==> src/rtl/vwin_pkg.sv <==
package vwin_pkg;

    typedef enum logic [2:0] {
        WM_OFF   = 3'd0,
        WM_GFX   = 3'd1,
        WM_MONO  = 3'd2,
        WM_COLOR = 3'd3,
        WM_WIDE  = 3'd4
    } win_mode_e;

    typedef enum logic [1:0] {
        ST_MISS = 2'd0,
        ST_WIN  = 2'd1,
        ST_LIN  = 2'd2
    } cls_state_e;

    typedef struct packed {
        logic       ap_en;
        logic       dual;
        logic [1:0] step;
        logic [2:0] mode;
    } ctrl_t;

    localparam int OFF_W = 17;

endpackage

==> src/rtl/vwin_cfg.sv <==
module vwin_cfg
    import vwin_pkg::*;
#(
    parameter int BANK_W = 8,
    parameter int AP_W   = 4
) (
    input  logic              clk,
    input  logic              rst_n,
    input  logic              cfg_we,
    input  logic [1:0]        cfg_sel,
    input  logic [BANK_W-1:0] cfg_wdata,
    output ctrl_t             ctrl,
    output logic [BANK_W-1:0] bank_a,
    output logic [BANK_W-1:0] bank_b,
    output logic [AP_W-1:0]   ap_base
);

    always_ff @(posedge clk or negedge rst_n) begin
        if (!rst_n) begin
            ctrl    <= '0;
            bank_a  <= '0;
            bank_b  <= '0;
            ap_base <= '0;
        end else if (cfg_we) begin
            unique case (cfg_sel)
                2'd0: ctrl    <= ctrl_t'(cfg_wdata[6:0]);
                2'd1: bank_a  <= cfg_wdata;
                2'd2: bank_b  <= cfg_wdata;
                2'd3: ap_base <= cfg_wdata[AP_W-1:0];
                default: ;
            endcase
        end
    end

endmodule

==> src/rtl/vwin_window.sv <==
module vwin_window
    import vwin_pkg::*;
#(
    parameter int ADDR_W = 24
) (
    input  logic [2:0]        mode,
    input  logic [ADDR_W-1:0] haddr,
    output logic              win_in,
    output logic [OFF_W-1:0]  win_off
);

    localparam logic [ADDR_W-1:0] A_GFX_LO = ADDR_W'(32'h000A_0000);
    localparam logic [ADDR_W-1:0] A_GFX_HI = ADDR_W'(32'h000A_FFFF);
    localparam logic [ADDR_W-1:0] A_MON_LO = ADDR_W'(32'h000B_0000);
    localparam logic [ADDR_W-1:0] A_MON_HI = ADDR_W'(32'h000B_7FFF);
    localparam logic [ADDR_W-1:0] A_COL_LO = ADDR_W'(32'h000B_8000);
    localparam logic [ADDR_W-1:0] A_COL_HI = ADDR_W'(32'h000B_FFFF);

    logic [ADDR_W-1:0] lo, hi;
    logic [OFF_W-1:0]  base_low;
    logic              en;

    always_comb begin
        en       = 1'b1;
        lo       = A_GFX_LO;
        hi       = A_GFX_HI;
        base_low = '0;
        unique case (mode)
            WM_GFX:   begin lo = A_GFX_LO; hi = A_GFX_HI; base_low = 17'h00000; end
            WM_MONO:  begin lo = A_MON_LO; hi = A_MON_HI; base_low = 17'h10000; end
            WM_COLOR: begin lo = A_COL_LO; hi = A_COL_HI; base_low = 17'h18000; end
            WM_WIDE:  begin lo = A_GFX_LO; hi = A_COL_HI; base_low = 17'h00000; end
            default:  en = 1'b0;
        endcase
        win_in  = en && (haddr >= lo) && (haddr <= hi);
        win_off = haddr[OFF_W-1:0] - base_low;
    end

endmodule

==> src/rtl/vwin_bank_map.sv <==
module vwin_bank_map
    import vwin_pkg::*;
#(
    parameter int BANK_W = 8,
    parameter int MEM_AW = 20
) (
    input  logic [BANK_W-1:0] bank,
    input  logic [1:0]        step,
    input  logic [OFF_W-1:0]  offset,
    output logic [MEM_AW-1:0] vaddr
);

    localparam int SC_W = BANK_W + 16;

    logic [SC_W-1:0] scaled;

    always_comb begin
        unique case (step)
            2'd0: scaled = SC_W'(bank) << 12;
            2'd1: scaled = SC_W'(bank) << 14;
            2'd2: scaled = SC_W'(bank) << 15;
            default: scaled = SC_W'(bank) << 16;
        endcase
        vaddr = scaled[MEM_AW-1:0] + MEM_AW'(offset);
    end

    wire unused_scaled_hi = ^scaled[SC_W-1:MEM_AW];

endmodule

==> src/rtl/vwin_decoder.sv <==
module vwin_decoder
    import vwin_pkg::*;
#(
    parameter int ADDR_W = 24,
    parameter int MEM_AW = 20,
    parameter int BANK_W = 8
) (
    input  logic              clk,
    input  logic              rst_n,
    input  logic              host_valid,
    input  logic              host_write,
    input  logic [ADDR_W-1:0] host_addr,
    input  logic              cfg_we,
    input  logic [1:0]        cfg_sel,
    input  logic [BANK_W-1:0] cfg_wdata,
    output logic              vm_hit,
    output logic [MEM_AW-1:0] vm_addr
);

    localparam int AP_W = ADDR_W - MEM_AW;

    ctrl_t             ctrl;
    logic [BANK_W-1:0] bank_a, bank_b, bank_sel;
    logic [AP_W-1:0]   ap_base;
    logic              ap_en;
    logic              win_in, lin_in;
    logic [OFF_W-1:0]  win_off;
    logic [MEM_AW-1:0] win_vaddr;

    cls_state_e        state, state_nx;
    logic [MEM_AW-1:0] addr_q, addr_nx;

    vwin_cfg #(.BANK_W(BANK_W), .AP_W(AP_W)) u_cfg (
        .clk(clk), .rst_n(rst_n), .cfg_we(cfg_we), .cfg_sel(cfg_sel),
        .cfg_wdata(cfg_wdata), .ctrl(ctrl), .bank_a(bank_a),
        .bank_b(bank_b), .ap_base(ap_base)
    );

    vwin_window #(.ADDR_W(ADDR_W)) u_win (
        .mode(ctrl.mode), .haddr(host_addr),
        .win_in(win_in), .win_off(win_off)
    );

    assign bank_sel = (ctrl.dual && host_write) ? bank_b : bank_a;

    vwin_bank_map #(.BANK_W(BANK_W), .MEM_AW(MEM_AW)) u_map (
        .bank(bank_sel), .step(ctrl.step),
        .offset(win_off), .vaddr(win_vaddr)
    );

    assign ap_en  = ctrl.ap_en;
    assign lin_in = ap_en && (host_addr[ADDR_W-1:MEM_AW] == ap_base);

    // next-state decode
    always_comb begin
        state_nx = ST_MISS;
        addr_nx  = '0;
        if (host_valid && win_in) begin
            state_nx = ST_WIN;
            addr_nx  = win_vaddr;
        end else if (host_valid && lin_in) begin
            state_nx = ST_LIN;
            addr_nx  = host_addr[MEM_AW-1:0];
        end
    end

    // state register
    always_ff @(posedge clk or negedge rst_n) begin
        if (!rst_n) begin
            state  <= ST_MISS;
            addr_q <= '0;
        end else begin
            state  <= state_nx;
            addr_q <= addr_nx;
        end
    end

    // outputs
    always_comb begin
        unique case (state)
            ST_WIN, ST_LIN: begin vm_hit = 1'b1; vm_addr = addr_q; end
            default:        begin vm_hit = 1'b0; vm_addr = '0;     end
        endcase
    end

endmodule

==> config.mk <==
export PLATFORM = sky130hd
export DESIGN_NAME = vwin_decoder
export DESIGN_NICKNAME = d
export VERILOG_FILES = /design/src/rtl/vwin_pkg.sv /design/src/rtl/vwin_cfg.sv /design/src/rtl/vwin_window.sv /design/src/rtl/vwin_bank_map.sv /design/src/rtl/vwin_decoder.sv
export SDC_FILE = /design/constraint.sdc
export NUM_CORES = 1
export LEC_CHECK = 0
export BUFFER_PORTS_ARGS = -buffer_cell sky130_fd_sc_hd__buf_2
export CAP_MARGIN = 15
export CORE_AREA = 2 2 81 83
export DETAILED_ROUTE_END_ITERATION = 7
export DIE_AREA = 0 0 83 85
export PLACE_DENSITY_LB_ADDON = 0.25
export SYNTH_ARGS = -nofsm -noshare
export SYNTH_HDL_FRONTEND = slang
export SYNTH_HIERARCHICAL = 1
export SYNTH_SLANG_ARGS = --single-unit
==> constraint.sdc <==
create_clock -name clk -period 4.1 [get_ports clk]
set_input_delay 0.205 -clock clk [delete_from_list [all_inputs] [get_ports clk]]
set_output_delay 0.205 -clock clk [all_outputs]
set_load 0.05 [all_outputs]
# Word level (Yosys, flattened, before mapping)
# Index checks and enable logic that the tools add are counted.
# op_classes
n_mux,12
n_lt_le_gt_ge,2
reduce_logical,15
add_sub_neg,2
eq_ne,12
# op_table
cell,count
$pmux W17 S2,3
$mux W20,3
$pmux W20 S3,1
$ge A24 B20 Y1,1
$le A24 B20 Y1,1
$add A20 B17 Y20,1
$sub A17 B17 Y17,1
$eq A2 B2 Y1 const B,4
$mux W8,1
$reduce_and A2 Y1,4
$eq A2 B1 Y1 const B,3
$eq A3 B2 Y1 const B,2
$logic_and A1 B1 Y1,6
$eq A4 B4 Y1,1
$logic_not A2 Y1,2
$mux W2,2
$reduce_or A2 Y1,2
$reduce_or A4 Y1,1
$eq A3 B1 Y1 const B,1
$eq A3 B3 Y1 const B,1
$mux W1,2
# word_totals
word_cells,52
reg_bits,49
in_bits,39
out_inout_bits,21

# Longest topological paths before layout
# Gate-level depths: netlist of run 1.
# depth
ltp_word,7
depth_mapped,10
mapped_depth_nobuf,10

# Cells and area by module
# Netlist of run 1, hierarchy kept.
# modules_own_cells
module,seq_area_each_um2,n_inst,cells_each,area_each_um2
vwin_decoder,550.5,1,89,1122.3
vwin_cfg,675.6,1,58,1026.0
vwin_bank_map,0.0,1,52,481.7
vwin_window,0.0,1,50,362.8

# Worst setup path after synthesis of run 1
# Ideal clock, no wire load.
# synth_path
path_type,register to register
from,"register, netlist name u_cfg/ctrl[2]"
to,register addr_q[0]
arrival_ps,2492
required_ps,4034
path_slack_ps,1542
stages_incl_launch_ff,11
setup_ps,66
path_buffers,1
period_less_slack_ps,2558
path_cell_list,dfrtp_1 -> nand2b_1 -> nor2_1 -> ha_1 -> or4b_1 -> o41ai_1 -> and3_1 -> o221a_1 -> and2_1 -> clkbuf_1 -> a32o_2
# synth_via
elab_chain_len,7
word_cells_on_any_way,15
cone_classes,order compare (2); eq/ne (4); mux (4); reduce/logical (5)
# synth_lines
element,line_no,rtl
"$eq A3 B2 Y1, or another cell as far along",vwin_window.sv:28,unique case (mode)
"$reduce_or A2 Y1 (no line), or another cell as far along",-,
"$pmux W17 S2, or another cell as far along",vwin_window.sv:28,
$le A24 B20 Y1 or $logic_and A1 B1 Y1 (tied branches),vwin_window.sv:35,win_in = en && (haddr >= lo) && (haddr <= hi);
$logic_and A1 B1 Y1 (*),vwin_window.sv:35,
named net win_in,vwin_decoder.sv:26,"logic win_in, lin_in;"
$logic_and A1 B1 Y1 (*),vwin_decoder.sv:58,if (host_valid && win_in) begin
$mux W20 (*),vwin_decoder.sv:58,
named net addr_nx[0],vwin_decoder.sv:31,"logic [MEM_AW-1:0] addr_q, addr_nx;"
"end signal, assigned",vwin_decoder.sv:74,addr_q <= addr_nx;
"end, declared",vwin_decoder.sv:31,
# The timed path passes the listed nets; every way through them passes the cells marked *.
# A chain may end at the register's enable or synchronous reset.

# Final worst setup path of run 1
# layout_path
from,"register, netlist name u_cfg/ctrl[2]"
to,register addr_q[16]
# layout_via
elab_chain_len,7
word_cells_on_any_way,18
cone_classes,add/sub (2); order compare (2); eq/ne (4); mux (5); reduce/logical (5)
# layout_lines
element,line_no
"$eq A3 B2 Y1, or another cell as far along",vwin_window.sv:28
"$reduce_or A2 Y1 (no line), or another cell as far along",-
"$pmux W17 S2, or another cell as far along",vwin_window.sv:28
$le A24 B20 Y1 or $logic_and A1 B1 Y1 (tied branches),vwin_window.sv:35
$logic_and A1 B1 Y1 (*),vwin_window.sv:35
named net win_in,vwin_decoder.sv:26
$logic_and A1 B1 Y1 (*),vwin_decoder.sv:58
$mux W20 (*),vwin_decoder.sv:58
named net addr_nx[16],vwin_decoder.sv:31
# Marks and branches as above.

==> results of run 1 <==
worst register-to-register path, delay by kind of cell (launching register included):
family	cells	cell delay, ns
adders and majority gates	1	0.29
AOI/OAI and AO/OA	3	0.72
and+or+nand+nor	5	1.54
DFF	1	0.40
cell families (layout without fill, tap and decap cells):
logic type | Yosys count | count (layout)
AOI/OAI and AO/OA | 36 | 36
xor gates and xnor gates | 13 | 13
buffers and inverters | 41 | 75
DFF | 49 | 49
muxes | 41 | 41
adders and majority gates | 10 | 10
and+or+nand+nor | 59 | 59
timing repair:
item,4_1_cts,5_1_grt
hold endpoints to repair,0,23
setup endpoints to repair,0,0
hold buffers,0,1
layout make-up:
cell class              instances  area [um2]
repair buffers                 64       351.6
multi-input cells             159        1479
clock buffers                   5       68.82
well taps                      77       96.34
inverters                       4       15.01
flip-flops and latches         49        1226
fillers                       572        2933
clock inverters                 2       35.03
metrics by stage:
step                power, mW  hold WS (ns)
floorplan              0.9135      -0.09059
global placement       0.9816        0.4587
detailed placement     0.9944        0.4596
CTS                     1.334        0.1360
global route            1.409        0.1435
finish                  1.326        0.1459
synth_stat cells (2+ instances only):
library cell  count
nand4_1           4
mux4_2            3
ha_1              9
a21o_1            2
buf_4            27
a32o_2           20
nor2b_1           2
mux2_2           35
mux2i_1           2
xor2_1           10
nand2_1           6
buf_6             4
nand3b_2          2
o21ai_0           3
buf_2             2
or4_1             4
nor3b_1           2
clkbuf_1          4
nor3_2            2
nand3_1           2
xnor2_1           3
inv_1             4
a21oi_1           6
dfrtp_1          49
nor2_1            5
and2_1           22
per-layer routing:
layer  global-route usage  vias up
met3              0.04377        2
met1               0.2404      958
met4              0.04471        0
met5                    0        -
li1                     -      963
met2               0.2654       51
path summary, 6_finish.rpt:
path                            startpoint              end  slack, ns  cells after the start
setup / recovery             u_cfg/ctrl[2]       addr_q[16]       1.08                      9
hold / removal                host_addr[4]        addr_q[4]       0.15                      2
setup reg to reg             u_cfg/ctrl[2]       addr_q[16]       1.08                      9
hold reg to reg            u_cfg/bank_a[1]  u_cfg/bank_a[1]       0.51                      1
max in group asynchronous            rst_n       addr_q[18]       3.14                      3
min in group asynchronous            rst_n  u_cfg/bank_a[0]       0.42                      2
registers in the layout, indices dropped and copies added, names as in the netlist:
signal,flops
addr_q,20
state,2
u_cfg/ap_base,4
u_cfg/bank_a,8
u_cfg/bank_b,8
u_cfg/ctrl,7
cells in the final DEF (no fill, tap or decap), types with 5 or more instances in the layout:
cell type | Yosys | final
ha_1 | 9 | 9
a21oi_1 | 6 | 6
xor2_1 | 10 | 10
clkbuf_8 | 0 | 5
a32o_2 | 20 | 20
mux2_2 | 35 | 35
nor2_1 | 5 | 5
nand2_1 | 6 | 6
and2_1 | 22 | 22
dfrtp_1 | 49 | 49
buf_2 | 2 | 59
power breakdown:
| group | switching, mW | leakage [nW] | total, mW | internal, mW |
|---|---|---|---|---|
| Combinational | 0.208 | 1.00 | 0.413 | 0.205 |
| Clock | 0.158 | 0.0540 | 0.336 | 0.178 |
| Sequential | 0.0392 | 0.626 | 0.577 | 0.538 |
| Total | 0.405 | 1.68 | 1.33 | 0.921 |
==> results.toml, run 1 <==
[clocking]
clock_latency_ns = 0.30
post_cts_resized = 0
clkTransAtPathRegs_ns = 0.10
tritoncts = "done"
clock_path_buffers = 2
cts_sinks = 49
cts_buffers = 5
root_buffer = "clkbuf_8"
postCtsSetupBuffers = 0
cts_max_level = 2

[detailed_routing]
post_drt_wl_per_cell_um = 15.99
wl_met1_um = 2810
drt_iter0_markers = 63
dr_wl_met3_um = 296
first_pass_iters = 4
drtAntennaViolNets = 0
wl_met2_um = 2619
drc = 0
dr.max_layer_used = "met4"
vias_per_cell = 5.483
wl_um = 5757
vias = 1974

[cells_and_area]
drive_gt1_frac = 0.4770
finish.net_count = 332
fin_util = 0.5273
final_cell_count_no_fill = 360
area_growth_syn_to_layout_pct = 9.323
diodes = 0
fin_area_um2 = 3272

[floorplanning]
die-area_um2 = 7055
io_pins = 60
num_rows = 29
die_w_um = 83
die_h_um = 85
coreArea_um2 = 6205
start_util = 0.4824

[global_route]
antenna_found_initial = 0
grt-ovfl-total = 0
grt.total_usage = 0.1708
grt_pass1_vias = 1933
grt_pass1_wl_um = 9777
grt_max_degree = 50

[placed_design]
dp_cells = 350
pre_cts_ws_ns = 1.114
dp_hpwl_um = 4199
post_dp_cell_area_um2 = 3131
place.gp.congestion = 0.8718
io_buffers = 59

[synthesis]
yosysTopAreaCell = "dfrtp_1"
synth_nets = 298
seq_area_frac_synth = 0.4097
synth.top_cells.by_area = "dfrtp_1, mux2_2, a32o_2"
synth_top_family_by_area = "multiplexers"
synth_ff_type = "dfrtp_1"
synth-simple-area-share = 0.1296
synth_edf_count = 0
ys_types = 41
syn_area_per_cell_um2 = 12.02
synth_xor_area_frac = 0.03804
ys_ff_latch = 49
async_flop_share = 1.000
synth_top_area_share = 0.4097
netlist_area_um2 = 2993
synthMuxAreaShare = 0.1697
yosys_warnings = 6
syn_inst = 249
synth_compound_area_frac = 0.1125
synthAdderAreaFrac = 0.04431

[timing]
finalWorstSetupSlack_ns = 1.079
setup_total_negative_slack_ns = 0
rsz0062_at_grt = "false"
tightest_slew_ns = 0.8037
min_period_over_period = 0.7368
fmax_ghz = 0.3310
maxSlewHeadroom = 0.4642
hold_violations = 0
period_minus_slack_ns = 3.021
skew_ns = 0.01068
finalSetupViolations = 0
drv_slew = 0

[worst_setup_path]
crit_buf_inv = 0
end_kind = "flop"
worstSetupPathType = "flop to flop"
cp.required_ns = 4.33
slowest_delay_ns = 0.67
crit_chain = "nand2b_1, nor2_1, ha_1, or4b_1, o41ai_1, and3_1, o221a_1, and2_1, a32o_2"
crit_fanout = 21
worstPathArrival_ns = 3.25
worstSetupStartpointType = "flop"
crit_slowest_cell = "and2_1"
crit_family = "simple AND/OR/NAND/NOR gates"

[pwr]
ir_worst_vdd_uv = 198.5
p_leak_nw = 1.684
power_density_nw_per_um2 = 405.2

[run]
max-cap-violations = 0

[status]
outcome = "finished, final reports clean"

[worst_hold_path]
hold_class = "primary input to flop"
Power figures use the tool's default switching activity.
==> inputs of run 2 (changes only) <==
- clock period: 4.1 -> 2.9 ns (I/O delays scaled with it)
==> results.toml, run 2 (synthesized netlist as in run 1, its figures left out) <==
[detailed_routing]
wl_um = 5721
first_pass_iters = 4
vias = 1982
vias_per_cell = 5.460
drc = 0
drtAntennaViolNets = 0
drt_iter0_markers = 80
post_drt_wl_per_cell_um = 15.76

[clocking]
postCtsSetupBuffers = 0
clock_latency_ns = 0.30
root_buffer = "clkbuf_8"
clkTransAtPathRegs_ns = 0.10
cts_buffers = 5
tritoncts = "done"
clock_path_buffers = 2
cts_sinks = 49
cts_max_level = 2

[placed_design]
io_buffers = 59
dp_cells = 353
place.gp.congestion = 0.8827
dp_hpwl_um = 4238

[worst_setup_path]
cp.required_ns = 3.10
slowest_delay_ns = 0.47
cp-startpoint = "u_cfg/ctrl[5]"
crit_fanout = 7
reg2reg_setup_slack_ns = 0.22
crit_buf_inv = 0
end_kind = "flop"
endpoint = "addr_q[19]"
reg2reg_from = "u_cfg/ctrl[5]"
crit_slowest_cell = "mux4_2"
worstSetupPathType = "flop to flop"
reg2reg_to = "addr_q[19]"
crit_family = "multiplexers"
rr_worst_depth = 8
crit_chain = "nand2_2, mux2_2, mux4_2, ha_1, nand4_1, a21oi_1, xor2_1, a32o_2"
worst-path-stages = 8
worstSetupStartpointType = "flop"
worstPathArrival_ns = 2.87

[timing]
hold_violations = 0
period_minus_slack_ns = 2.675
maxSlewHeadroom = 0.6164
finalSetupViolations = 0
fmax_ghz = 0.3738
rsz0062_at_grt = "false"
min_period_over_period = 0.9225
skew_ns = 0.01136
drv_slew = 0
tightest_slew_ns = 0.5754

[floorplanning]
die-area_um2 = 7055
io_pins = 60
coreArea_um2 = 6205
die_w_um = 83
num_rows = 29
start_util = 0.4824
die_h_um = 85

[pwr]
finalPower_mw = 1.803
comb_power_share = 0.326
power_density_nw_per_um2 = 549.6
p_seq_frac = 0.453
ir_worst_vdd_uv = 425.5
p_int_mw = 1.225
p_sw_mw = 0.5778
clkPwrFrac = 0.221
p_leak_nw = 1.684
swShare = 0.3205

[global_route]
grt-ovfl-total = 0
grt.total_usage = 0.1685
antenna_found_initial = 0
grt_pass1_wl_um = 9611
grt_max_degree = 50
grt_pass1_vias = 1888

[cells_and_area]
final_cell_count_no_fill = 363
reg_top3 = "addr_q: 20 flops, u_cfg/bank_a: 8 flops, u_cfg/bank_b: 8 flops"
diodes = 0
finish.net_count = 334
area_growth_syn_to_layout_pct = 9.616
drive_gt1_frac = 0.4860
final_cell_mix = "buf_2, dfrtp_1, mux2_2"
regMostFlops = "addr_q"
largest_reg_flops = 20
final_common_cell = "buf_2"

[status]
outcome = "finished, final reports clean"

[run]
max-cap-violations = 0

[worst_hold_path]
hold_class = "primary input to flop"
[run 2: cell count changes in the layout (fill, tap and decap cells not counted), sizes merged]
cell / change
buf: +2
bufinv: -1
clkbuf: +1
clkinv: -1
clkinvlp: +2
[run 2: power by group through the flow]
stage          clock network [mW]  registers (mW)  logic, mW
3_3_place_gp                    0           0.826      0.565
4_1_cts                     0.412           0.816      0.581
3_5_place_dp                    0           0.829      0.576
2_1_floorplan                   0           0.803      0.488
5_1_grt                     0.434           0.829      0.644
6_report                    0.399           0.816      0.587
[run 2: layer usage]
| layer | global-route usage | wire, um | vias to the layer above |
|---|---|---|---|
| met3 | 0.03405 | 243 | 7 |
| met2 | 0.2625 | 2687 | 48 |
| li1 | - | - | 963 |
| met1 | 0.2412 | 2707 | 964 |
| met4 | 0.04769 | 83 | 0 |
| met5 | 0 | 0 | - |
[run 2: worst min-delay path by stage]
stage | from | end | slack, ns | cells past startpoint
after floorplan | rst_n | addr_q[0] | -0.15 | 0
after global routing | host_addr[4] | addr_q[4] | 0.08 | 2
final | host_addr[4] | addr_q[4] | 0.08 | 2
after CTS | host_addr[4] | addr_q[4] | 0.08 | 2
after global placement | host_addr[4] | addr_q[4] | 0.40 | 2
after detailed placement | host_addr[4] | addr_q[4] | 0.40 | 2
[run 2: worst reg2reg max path: stages (launching register included)]
cell and delay (ns):
dfrtp_1 0.40, nand2_2 0.18, mux2_2 0.41, mux4_2 0.47
ha_1 0.43, nand4_1 0.17, a21oi_1 0.20, xor2_1 0.10
a32o_2 0.22
[run 2: per-stage QoR]
stage	setup WS [ns]	hold WS, ns	cell area [um2]	TNS, ns	utilization
5_1_grt	0.04763	0.08173	3281	0	0.5287
6_report	0.2247	0.08006	3281	0	0.5287
2_1_floorplan	0.3420	-0.1506	2993	0	-
4_1_cts	0.1369	0.07729	3241	0	0.5223
3_5_place_dp	0.1565	0.3968	3153	0	0.5082
3_3_place_gp	-0.06225	0.3969	3142	-1.221	0.5064
[run 2: cell type report]
class,instances,area [um2]
inverter,4,15.01
multi-input combinational,159,1489
clock buffer,6,72.57
timing repair buffer,66,366.6
clock inverter,2,15.01
tap,77,96.34
fill,545,2924
sequential,49,1226
[run 2: what timing repair did]
| item | CTS | global route |
|---|---|---|
| hold buffers | 0 | 1 |
| endpoints found under the setup margin | 0 | 10 |
| gates resized for setup | 0 | 2 |
| hold endpoints to repair | 0 | 23 |
==> inputs of run 3 (changes only) <==
- PLACE_DENSITY: default -> 0.72
- PLACE_DENSITY_LB_ADDON: 0.25 -> default
==> results.toml, run 3 (synthesized netlist as in run 1, its figures left out) <==
[status]
outcome = "finished, final reports clean"

[worst_setup_path]
crit_family = "simple AND/OR/NAND/NOR gates"
worstPathArrival_ns = 2.99
reg2reg_from = "u_cfg/ctrl[2]"
slowest_delay_ns = 0.44
crit_fanout = 13
worstSetupPathType = "flop to flop"
reg2reg_setup_slack_ns = 0.1
crit_buf_inv = 1
worstSetupStartpointType = "flop"
crit_slowest_cell = "or4b_1"
rr_worst_depth = 10
crit_chain = "nand2b_4, nor2_1, ha_1, or4b_1, o41ai_1, and3_1, o221a_1, nor3_4, buf_6, a32o_2"
cp.required_ns = 3.08
reg2reg_to = "addr_q[11]"
end_kind = "flop"

[floorplanning]
die_w_um = 83
start_util = 0.4824
die-area_um2 = 7055
coreArea_um2 = 6205
die_h_um = 85
io_pins = 60
num_rows = 29

[pwr]
swShare = 0.3169
p_leak_nw = 1.702
power_density_nw_per_um2 = 552.9
ir_worst_vdd_uv = 271.6
p_seq_frac = 0.448
comb_power_share = 0.324
finalPower_mw = 1.826
clkPwrFrac = 0.228
p_int_mw = 1.248
p_sw_mw = 0.5787

[timing]
min_period_over_period = 0.9661
rsz0062_at_grt = "false"
skew_ns = 0.01165
finalWorstSetupSlack_ns = 0.09841
fmax_ghz = 0.3569
period_minus_slack_ns = 2.802
drv_slew = 0
setup_total_negative_slack_ns = 0
hold_violations = 0
finalSetupViolations = 0
maxSlewHeadroom = 0.6841
tightest_slew_ns = 0.4728

[worst_hold_path]
min-delay-start = "host_addr[2]"
hold-path-endpoint = "addr_q[2]"
hold_depth = 2
hold_class = "primary input to flop"

[clocking]
tritoncts = "done"
clock_path_buffers = 2
cts_sinks = 49
clkTransAtPathRegs_ns = 0.09
cts_buffers = 5
postCtsSetupBuffers = 0
cts_max_level = 2
root_buffer = "clkbuf_8"
clock_latency_ns = 0.30

[cells_and_area]
final_cell_mix = "buf_2, dfrtp_1, mux2_2"
final.fill_count = 554
area_growth_syn_to_layout_pct = 10.37
largest_reg_flops = 20
fin_util = 0.5324
reg_top3 = "addr_q: 20 flops, u_cfg/bank_a: 8 flops, u_cfg/bank_b: 8 flops"
finish.net_count = 335
drive_gt1_frac = 0.4913
regMostFlops = "addr_q"
final_common_cell = "buf_2"
diodes = 0

[placed_design]
pre_cts_ws_ns = 0.1668
dp_hpwl_um = 4262
place.gp.congestion = 0.8261
io_buffers = 59

[detailed_routing]
vias_per_cell = 5.538
first_pass_iters = 4
drt_iter0_markers = 63
drtAntennaViolNets = 0
wl_um = 5834
vias = 2016
post_drt_wl_per_cell_um = 16.03
drc = 0

[global_route]
grt_pass1_wl_um = 9832
grt-ovfl-total = 0
antenna_found_initial = 0
grt_max_degree = 50
grt_pass1_vias = 2006
grt.total_usage = 0.1730

[run]
max-cap-violations = 0
==> run 3: worst max path at each step <==
stage	from	end	slack, ns	cells after the start
floorplan	u_cfg/ctrl[2]	addr_q[0]	0.34	10
global placement	u_cfg/ctrl[2]	addr_q[14]	-0.03	9
detailed placement	u_cfg/ctrl[5]	addr_q[19]	0.17	8
CTS	u_cfg/ctrl[2]	addr_q[5]	0.09	10
global route	u_cfg/ctrl[2]	addr_q[11]	0.005	10
finish	u_cfg/ctrl[2]	addr_q[11]	0.1	10
==> run 3: power groups by stage <==
| stage | combinational [mW] | sequential, mW | clock [mW] |
|---|---|---|---|
| finish | 0.592 | 0.817 | 0.417 |
| global placement | 0.562 | 0.825 | 0 |
| global route | 0.653 | 0.829 | 0.462 |
| CTS | 0.580 | 0.816 | 0.432 |
| detailed placement | 0.571 | 0.830 | 0 |
| floorplan | 0.488 | 0.803 | 0 |
==> run 3: metal layers <==
metal | vias to the layer above | global-route usage | wire length, um
met4 | 0 | 0.04322 | 44
met1 | 991 | 0.2341 | 2664
met3 | 4 | 0.04086 | 266
met2 | 56 | 0.2837 | 2858
li1 | 965 | - | -
met5 | - | 0 | 0
==> run 3: final cells by class <==
type / count / area, um2 / area share
Multi-Input combinational cell: 159 / 1495 / 0.4527
Timing Repair Buffer: 67 / 374.1 / 0.1133
Clock buffer: 6 / 82.58 / 0.02500
Tap cell: 77 / 96.34 / 0.02917
Clock inverter: 2 / 13.76 / 0.004167
Inverter: 4 / 15.01 / 0.004545
Sequential cell: 49 / 1226 / 0.3712
==> run 3: metrics by stage <==
step	instances	cell area [um2]	hold slack [ns]
3_3_place_gp	353	3149	0.3973
4_1_cts	362	3257	0.08535
3_5_place_dp	354	3161	0.4004
5_1_grt	364	3303	0.08244
2_1_floorplan	249	2993	-0.1506
6_report	364	3303	0.09254
==> run 3: what timing repair did <==
item | 4_1_cts | 5_1_grt
endpoints found under the hold margin | 0 | 9
endpoints found under the setup margin | 0 | 13
gates resized for setup | 0 | 3
hold buffers | 0 | 1
